[config.mk]
export PLATFORM = sky130hd
export DESIGN_NAME = kbc_host_bridge
export DESIGN_NICKNAME = d
export VERILOG_FILES = /design/src/rtl/kbc_pkg.sv /design/src/rtl/kbc_rst_sync.sv /design/src/rtl/kbc_host_decode.sv /design/src/rtl/kbc_buf.sv /design/src/rtl/kbc_stat.sv /design/src/rtl/kbc_host_bridge.sv
export SDC_FILE = /design/constraint.sdc
export NUM_CORES = 1
export LEC_CHECK = 0
export ABC_AREA = 1
export BUFFER_PORTS_ARGS = -buffer_cell sky130_fd_sc_hd__buf_4
export CAP_MARGIN = 40
export CORE_MARGIN = 2
export CORE_UTILIZATION = 25
export CTS_BUF_LIST = sky130_fd_sc_hd__clkbuf_16
export CTS_CLUSTER_SIZE = 25
export DETAILED_ROUTE_END_ITERATION = 10
export GPL_ROUTABILITY_DRIVEN = 0
export PLACE_DENSITY = 0.46
export RECOVER_POWER = 100
export SLEW_MARGIN = 25
export SYNTH_ARGS = -nofsm -noshare
export SYNTH_HDL_FRONTEND = slang
export SYNTH_SLANG_ARGS = --single-unit
export TNS_END_PERCENT = 100
[constraint.sdc]
create_clock -name clk -period 2.3 [get_ports clk]
set_input_delay 0.46 -clock clk [delete_from_list [all_inputs] [get_ports clk]]
set_output_delay 0.46 -clock clk [all_outputs]
set_load 0.02 [all_outputs]
[src/rtl/kbc_pkg.sv]
package kbc_pkg;

  localparam int OBF_BIT = 0;
  localparam int IBF_BIT = 1;
  localparam int F1_BIT  = 3;
  localparam int NUM_HW_FLAGS = 3;

  function automatic bit is_hw_flag(int i);
    return (i == OBF_BIT) || (i == IBF_BIT) || (i == F1_BIT);
  endfunction

  // Position of status bit i inside the packed general-purpose flag vector.
  function automatic int gp_slot(int i);
    int n;
    n = 0;
    for (int k = 0; k < i; k++) begin
      if (!is_hw_flag(k)) n++;
    end
    return n;
  endfunction

  typedef struct packed {
    logic rd_data;
    logic rd_stat;
    logic wr_data;
    logic wr_cmd;
  } host_op_t;

endpackage

[src/rtl/kbc_rst_sync.sv]
module kbc_rst_sync #(
  parameter int STAGES = 2
) (
  input  logic clk,
  input  logic rst_n,
  output logic rst_ni
);
  logic [STAGES-1:0] sh_q;
  logic [STAGES-1:0] sh_d;

  always_comb begin
    sh_d = {sh_q[STAGES-2:0], 1'b1};
  end

  always_ff @(posedge clk or negedge rst_n) begin
    if (!rst_n) sh_q <= '0;
    else        sh_q <= sh_d;
  end

  assign rst_ni = sh_q[STAGES-1];
endmodule

[src/rtl/kbc_host_decode.sv]
module kbc_host_decode
  import kbc_pkg::*;
(
  input  logic     cs,
  input  logic     rd,
  input  logic     wr,
  input  logic     a2,
  output host_op_t op
);
  logic wr_sel;
  logic rd_sel;

  always_comb begin
    wr_sel     = cs & wr;
    rd_sel     = cs & rd & ~wr;   // write takes priority over a colliding read
    op.wr_data = wr_sel & ~a2;
    op.wr_cmd  = wr_sel &  a2;
    op.rd_data = rd_sel & ~a2;
    op.rd_stat = rd_sel &  a2;
  end
endmodule

[src/rtl/kbc_buf.sv]
module kbc_buf #(
  parameter int DW = 8
) (
  input  logic          clk,
  input  logic          rst_ni,
  input  logic          load,
  input  logic [DW-1:0] din,
  input  logic          drain,
  output logic [DW-1:0] data,
  output logic          full
);
  logic [DW-1:0] data_q, data_d;
  logic          full_q, full_d;
  logic          data_en, full_en;

  always_comb begin
    data_en = load;
    data_d  = din;
    full_en = load | drain;
    full_d  = load;             // a fill in the same cycle beats a drain
  end

  always_ff @(posedge clk or negedge rst_ni) begin
    if (!rst_ni) begin
      data_q <= '0;
      full_q <= 1'b0;
    end else begin
      if (data_en) data_q <= data_d;
      if (full_en) full_q <= full_d;
    end
  end

  assign data = data_q;
  assign full = full_q;

  a_r5_load_sets_full: assert property (@(posedge clk) disable iff (!rst_ni)
    load |=> full);
  a_r6_drain_clears: assert property (@(posedge clk) disable iff (!rst_ni)
    (drain && !load) |=> !full);
  a_r9_latest_byte: assert property (@(posedge clk) disable iff (!rst_ni)
    load |=> (data == $past(din)));
  a_r11_hold_idle: assert property (@(posedge clk) disable iff (!rst_ni)
    !load |=> $stable(data));
endmodule

[src/rtl/kbc_stat.sv]
module kbc_stat
  import kbc_pkg::*;
#(
  parameter int DW  = 8,
  parameter int GPW = DW - NUM_HW_FLAGS
) (
  input  logic           clk,
  input  logic           rst_ni,
  input  logic           wr_data,
  input  logic           wr_cmd,
  input  logic           gp_we,
  input  logic [GPW-1:0] gp_din,
  input  logic           obf,
  input  logic           ibf,
  output logic [DW-1:0]  status
);
  logic f1_q, f1_d, f1_en;

  always_comb begin
    f1_en = wr_data | wr_cmd;
    f1_d  = wr_cmd;
  end

  always_ff @(posedge clk or negedge rst_ni) begin
    if (!rst_ni)    f1_q <= 1'b0;
    else if (f1_en) f1_q <= f1_d;
  end

  for (genvar i = 0; i < DW; i++) begin : g_bit
    if (i == OBF_BIT) begin : g_obf
      assign status[i] = obf;
    end else if (i == IBF_BIT) begin : g_ibf
      assign status[i] = ibf;
    end else if (i == F1_BIT) begin : g_f1
      assign status[i] = f1_q;
    end else begin : g_gp
      localparam int SLOT = gp_slot(i);
      logic q, d;
      always_comb d = gp_din[SLOT];
      always_ff @(posedge clk or negedge rst_ni) begin
        if (!rst_ni)    q <= 1'b0;
        else if (gp_we) q <= d;
      end
      assign status[i] = q;
    end
  end

  a_r3_data_clears_f1: assert property (@(posedge clk) disable iff (!rst_ni)
    wr_data |=> !status[F1_BIT]);
  a_r4_cmd_sets_f1: assert property (@(posedge clk) disable iff (!rst_ni)
    wr_cmd |=> status[F1_BIT]);
  a_r10_f1_untouched: assert property (@(posedge clk) disable iff (!rst_ni)
    (gp_we && !wr_data && !wr_cmd) |=> $stable(status[F1_BIT]));
endmodule

[src/rtl/kbc_host_bridge.sv]
module kbc_host_bridge
  import kbc_pkg::*;
#(
  parameter int DW        = 8,
  parameter int GPW       = DW - NUM_HW_FLAGS,
  parameter int RST_STAGES = 2
) (
  input  logic           clk,
  input  logic           rst_n,
  input  logic           host_cs,
  input  logic           host_rd,
  input  logic           host_wr,
  input  logic           host_a2,
  input  logic [DW-1:0]  host_din,
  output logic [DW-1:0]  host_dout,
  output logic           host_irq,
  input  logic           host_irq_en,
  input  logic           ctl_obuf_we,
  input  logic [DW-1:0]  ctl_obuf_din,
  input  logic           ctl_ibuf_rd,
  output logic [DW-1:0]  ctl_ibuf_dout,
  input  logic           ctl_flags_we,
  input  logic [GPW-1:0] ctl_flags_din,
  output logic [DW-1:0]  ctl_status,
  output logic           ctl_ibf_irq,
  input  logic           ctl_irq_en
);
  logic          rst_ni;
  host_op_t      op;
  logic [DW-1:0] obuf_data;
  logic          obf, ibf;
  logic [DW-1:0] status;

  kbc_rst_sync #(.STAGES(RST_STAGES)) u_rst (
    .clk(clk), .rst_n(rst_n), .rst_ni(rst_ni)
  );

  kbc_host_decode u_dec (
    .cs(host_cs), .rd(host_rd), .wr(host_wr), .a2(host_a2), .op(op)
  );

  // Controller to host
  kbc_buf #(.DW(DW)) u_obuf (
    .clk(clk), .rst_ni(rst_ni),
    .load(ctl_obuf_we), .din(ctl_obuf_din),
    .drain(op.rd_data),
    .data(obuf_data), .full(obf)
  );

  // Host to controller
  kbc_buf #(.DW(DW)) u_ibuf (
    .clk(clk), .rst_ni(rst_ni),
    .load(op.wr_data | op.wr_cmd), .din(host_din),
    .drain(ctl_ibuf_rd),
    .data(ctl_ibuf_dout), .full(ibf)
  );

  kbc_stat #(.DW(DW), .GPW(GPW)) u_stat (
    .clk(clk), .rst_ni(rst_ni),
    .wr_data(op.wr_data), .wr_cmd(op.wr_cmd),
    .gp_we(ctl_flags_we), .gp_din(ctl_flags_din),
    .obf(obf), .ibf(ibf),
    .status(status)
  );

  always_comb begin
    unique case (1'b1)
      op.rd_data: host_dout = obuf_data;
      op.rd_stat: host_dout = status;
      default:    host_dout = '0;
    endcase
  end

  assign host_irq    = obf & host_irq_en;
  assign ctl_ibf_irq = ibf & ctl_irq_en;
  assign ctl_status  = status;

  a_r7_irq_drops: assert property (@(posedge clk) disable iff (!rst_ni)
    (op.rd_data && !ctl_obuf_we) |=> !host_irq);
  a_r12_stat_read_keeps: assert property (@(posedge clk) disable iff (!rst_ni)
    (op.rd_stat && !ctl_obuf_we && !ctl_ibuf_rd && !ctl_flags_we) |=> $stable(ctl_status));
  a_r11_no_cs_no_load: assert property (@(posedge clk) disable iff (!rst_ni)
    !host_cs |=> $stable(ctl_ibuf_dout));
  a_r6_ibf_follows_write: assert property (@(posedge clk) disable iff (!rst_ni)
    (host_cs && host_wr) |=> ctl_status[IBF_BIT]);
endmodule

==> out/summary.txt, run 1 <==
Die W: 73.8 microns
Antenna diode count: 0
Yosys reg bits: 26
Fillers: 546
Post-CTS Hold Buffers: 1
Core Region: 4720 sq um
CTS root buffer: clkbuf_16
Worst-margin pin slew: 1.29 ns
Area Overhead vs Synth: 30.9%
HPWL Detailed: 2280 microns
Clock Skews: 0.00166 ns
Clk sinks: 26
Num ports: 58
Warnings from Yosys: 0
Clock power frac: 0.340
Initial antenna violation count: 0
Vias in the first global route: 1097
Status: finished, final reports clean
Final core utilization: 0.338
Leak: 0.835 nW
Period utilisation layout: 0.828
Final wirelength: 2930 microns
Die Ht: 73.8 microns
Starting Density: 0.258
Wire length per cell: 11.3 microns
Cell Pwr Density: 691 nW/um^2
Syn Nets: 177
CP endpoint kind: output port
Fmax: 525 MHz
Switching share of total power: 0.272
CP max FO: 17
Sequential cell area: 651 sq um
NetSw: 0.300 mW
Setup TNS: 0 ns
Layout cells sized above 1: 0.172
Worst vdd ir: 230 uV
# Post-CTS Setup Buffers: 0
First-pass GRT wire length: 4840 microns
Hold violation count in the final report: 0
Die ar.: 5450 sq um
Nets: 226
Largest net degree at the start of global routing: 25
ANT nets after route: 0
Router iterations before antenna repair: 4
Via density: 4.07
Distinct cells, synth: 14
Gr ovfl total: 0
Post-synthesis cell area: 1220 sq um
Max-cap viol count: 0
Fin Hold WS: 0.356 ns
Resized cells post-CTS: 0
CP Class: input port to output port
Design Power: 1.10 mW
Startpoint Class: input port
Max Slew Vio Count: 0
Worst skew pair latency: 0.25 ns
Worst EP arrival: 1.45 ns
Cells after synthesis: 145
H-tree Lvls: 1
Sequential Power Share: 0.482
Min cycle time layout: 1.91 ns
CP required: 1.84 ns
Worst Hold Class: register to register
Clock slew at reported path FFs: 0.06 ns
Deepest clock path buffer count: 2
Area of the multi-input gates: 415 sq um
Setup-failing EPs final: 0
Number of remaining DRC errors: 0
CTS tree: built
Synth Area per Inst: 8.40 sq um
Relative slew margins: 0.137
Power Internal: 0.802 mW
Logic pwr share: 0.178
Num rows: 25
Vias after detailed routing: 1053
TritonCTS buffer count: 3
Port Buffer Count: 57
Total GRT Usage: 0.116
DR iter-0 viols: 32
RSZ-0062 raised after global routing: no
Part of the Yosys area used for sequential elements: 0.534
-- per-layer routing --
layer / global-route usage / part of all wire / vias to the layer above
li1: - / - / 536
met1: 0.141 / 0.44 / 478
met2: 0.195 / 0.48 / 37
met3: 0.0302 / 0.079 / 2
met4: 0.0424 / 0.0065 / 0
met5: 0 / 0 / -
-- cell families after synthesis --
logic type,synth area share
compound gates,0.0287
buf+inv,0.125
flops,0.534
other cells,0.00308
simple gates,0.309
-- final timing paths --
| path | depth (start not counted) | slack, ns | start | endpoint |
|---|---|---|---|---|
| min in group asynchronous | 2 | 0.52 | rst_n | u_rst.sh_q[1] |
| worst min-delay path | 0 | 0.36 | u_rst.sh_q[0] | u_rst.sh_q[1] |
| max in group asynchronous | 1 | 0.94 | u_rst.sh_q[1] | u_stat.g_bit[4].g_gp.q |
| worst min register to register | 0 | 0.36 | u_rst.sh_q[0] | u_rst.sh_q[1] |
| worst max-delay path | 5 | 0.39 | host_wr | host_dout[2] |
| worst max register to register | 1 | 0.94 | u_rst.sh_q[1] | u_stat.g_bit[4].g_gp.q |
-- cells in the mapped netlist --
cell type / instances / share of area
o21ai_0: 6 / 0.025
buf_6: 3 / 0.028
buf_4: 9 / 0.055
nand3_1: 24 / 0.099
nand2_1: 60 / 0.18
dfrtp_1: 26 / 0.53
buf_2: 2 / 0.0082
inv_1: 8 / 0.025
clkinv_1: 2 / 0.0062
clkbuf_1: 1 / 0.0031
nor2_8: 1 / 0.016
o21ai_1: 1 / 0.0041
nand2_4: 1 / 0.0092
conb_1: 1 / 0.0031
-- cell usage in the layout (no fill, tap or decap) --
| master | count |
|---|---|
| conb_1 | 1 |
| clkinv_1 | 2 |
| clkbuf_16 | 3 |
| nor2_8 | 1 |
| nand3_1 | 24 |
| clkbuf_1 | 30 |
| o21ai_0 | 7 |
| buf_4 | 28 |
| dfrtp_1 | 26 |
| nand2_1 | 60 |
| dlygate4sd3_1 | 1 |
| inv_1 | 8 |
| nand2_4 | 1 |
-- critical path, stage by stage --
cell and delay [ns]:
clkbuf_1 0.25, nor2_8 0.30, nand3_1 0.11, nand2_1 0.09
clkbuf_1 0.23
-- flip-flops by register name (all words and copies together), names as in the netlist --
name,count
u_ibuf.data,8
u_obuf.data,8
u_stat.g_bit.g_gp.q,5
u_rst.sh_q,2
u_ibuf.full,1
u_obuf.full,1
u_stat.f1_q,1
-- per-stage QoR --
step                setup WS [ns]  area [sq um]  std cells
global route                0.287          1600        259
finish                      0.395          1600        259
detailed placement          0.566          1620        255
global placement            0.588          1620        255
floorplan                   0.737          1220        145
CTS                         0.563          1710        259
-- power groups by stage --
stage	clock [mW]	combinational (mW)	sequential [mW]
floorplan	0	0.113	0.560
global placement	0	0.231	0.540
detailed placement	0	0.234	0.541
CTS	0.387	0.235	0.534
global route	0.409	0.220	0.538
finish	0.375	0.196	0.532
-- cell type report --
| class | instances | area share |
|---|---|---|
| multi-input cells | 94 | 0.260 |
| repair buffers | 59 | 0.209 |
| well taps | 67 | 0.0525 |
| flip-flops and latches | 26 | 0.408 |
| clock buffers | 3 | 0.0471 |
| inverters | 10 | 0.0235 |
(Power assumes the default switching activity.)
==> run 2: changes to the inputs <==
==> constraint.sdc (replaced) <==
create_clock -name clk -period 1.8 [get_ports clk]
set_input_delay 0.36 -clock clk [delete_from_list [all_inputs] [get_ports clk]]
set_output_delay 0.36 -clock clk [all_outputs]
set_load 0.02 [all_outputs]
==> out/summary.txt, run 2 (synthesized netlist as in run 1, its figures left out) <==
CTS tree: built
Worst skew pair latency: 0.26 ns
Via density: 4.08
Max Slew Vio Count: 0
Status: finished, final reports clean
Finished Layout Cells: 260
Deepest clock path buffer count: 2
Starting Density: 0.258
CP max FO: 17
Period utilisation layout: 0.877
Router iterations before antenna repair: 4
Fmax: 634 MHz
Worst Hold Class: register to asynchronous set/reset pin
Clock slew at reported path FFs: 0.06 ns
Layout cells sized above 1: 0.187
Design Power: 1.42 mW
Worst vdd ir: 428 uV
Most frequent cells in the layout: nand2_1 (60), buf_4 (31), clkbuf_1 (27)
Final wirelength: 2880 microns
Port Buffer Count: 57
Clock Skews: 0.00183 ns
Die W: 73.8 microns
Clk sinks: 26
H-tree Lvls: 1
Min cycle time layout: 1.58 ns
TritonCTS buffer count: 3
Startpoint Class: input port
Antenna diode count: 0
Cell Pwr Density: 882 nW/um^2
CP required: 1.44 ns
Commonest non-fill, non-tap cell in the layout: nand2_1
Crit path from: host_cs
First-pass GRT wire length: 4860 microns
Fillers: 523
Reg2reg start: u_ibuf.full
Core Region: 4720 sq um
Max-cap viol count: 0
Setup TNS: 0 ns
RSZ-0062 raised after global routing: no
Number of remaining DRC errors: 0
ANT nets after route: 0
Initial antenna violation count: 0
CP Class: input port to output port
Hold violation count in the final report: 0
Vias after detailed routing: 1062
Setup-failing EPs final: 0
Total GRT Usage: 0.114
Leak: 0.848 nW
Nets: 226
Num rows: 25
HPWL Detailed: 2220 microns
Vias in the first global route: 1072
Area Overhead vs Synth: 32.1%
Largest net degree at the start of global routing: 25
DR iter-0 viols: 62
Wire length per cell: 11.1 microns
CTS root buffer: clkbuf_16
Placed cells: 255
CP endpoint kind: output port
Die Ht: 73.8 microns
Worst EP arrival: 1.22 ns
Num ports: 58
Die ar.: 5450 sq um
Gr ovfl total: 0
## run 2: cell count changes in the layout (fill, tap and decap cells not counted)
cell      before  now
buf_4         28   31
clkinv_1       2    3
clkbuf_1      30   27
## run 2: worst paths after layout
kind / slack (ns) / cells past startpoint / endpoint
worst min-delay path: 0.23 / 1 / u_obuf.data[1]
worst max register to register: 1.12 / 2 / u_ibuf.full
worst max-delay path: 0.22 / 6 / host_dout[2]
min in group clk: 0.30 / 2 / u_ibuf.full
worst min register to register: 0.23 / 1 / u_obuf.data[1]
max in group asynchronous: 1.26 / 2 / u_rst.sh_q[0]
## run 2: critical path, stage by stage
cell and delay [ns]:
buf_4 0.15, nand2_4 0.08, nor2_8 0.20, nand3_1 0.11, nand2_1 0.08, clkbuf_1 0.24
## run 2: report_power, final
| group | internal, mW | switching (mW) | leakage (nW) |
|---|---|---|---|
| clock | 0.297 | 0.191 | 0.0385 |
| combinational | 0.0931 | 0.159 | 0.495 |
| sequential | 0.641 | 0.0377 | 0.314 |
## run 2: routing by layer
| metal | vias to the layer above | wire, microns | global-route usage |
|---|---|---|---|
| met5 | - | 0 | 0 |
| met4 | 0 | 17 | 0.0242 |
| met3 | 2 | 206 | 0.0329 |
| met2 | 37 | 1350 | 0.189 |
| met1 | 484 | 1300 | 0.148 |
| li1 | 539 | - | - |
## run 2: metrics by stage
| step | hold slack [ns] | setup WS, ns | utilization | instance area (sq um) |
|---|---|---|---|---|
| after CTS | 0.242 | 0.284 | 0.362 | 1710 |
| after global routing | 0.269 | 0.107 | 0.341 | 1610 |
| after global placement | 0.143 | 0.289 | 0.344 | 1620 |
| after floorplan | 0.0644 | 0.437 | - | 1220 |
| after detailed placement | 0.146 | 0.282 | 0.344 | 1620 |
| final | 0.225 | 0.222 | 0.341 | 1610 |
## run 2: cell type report
type | count | area [sq um] | share of cell area
Tap cell | 67 | 83.8 | 0.0521
Clock buffer | 3 | 75.1 | 0.0466
Clock inverter | 1 | 3.75 | 0.00233
Sequential cell | 26 | 651 | 0.404
Timing Repair Buffer | 59 | 344 | 0.214
Multi-Input combinational cell | 94 | 415 | 0.258
Inverter | 10 | 37.5 | 0.0233
## run 2: repair_timing
item / in CTS / in global routing
setup endpoints to repair: 0 / 0
gates resized for setup: 0 / 0
setup buffers: 0 / 0
hold buffers: 1 / 0
hold endpoints to repair: 2 / 0
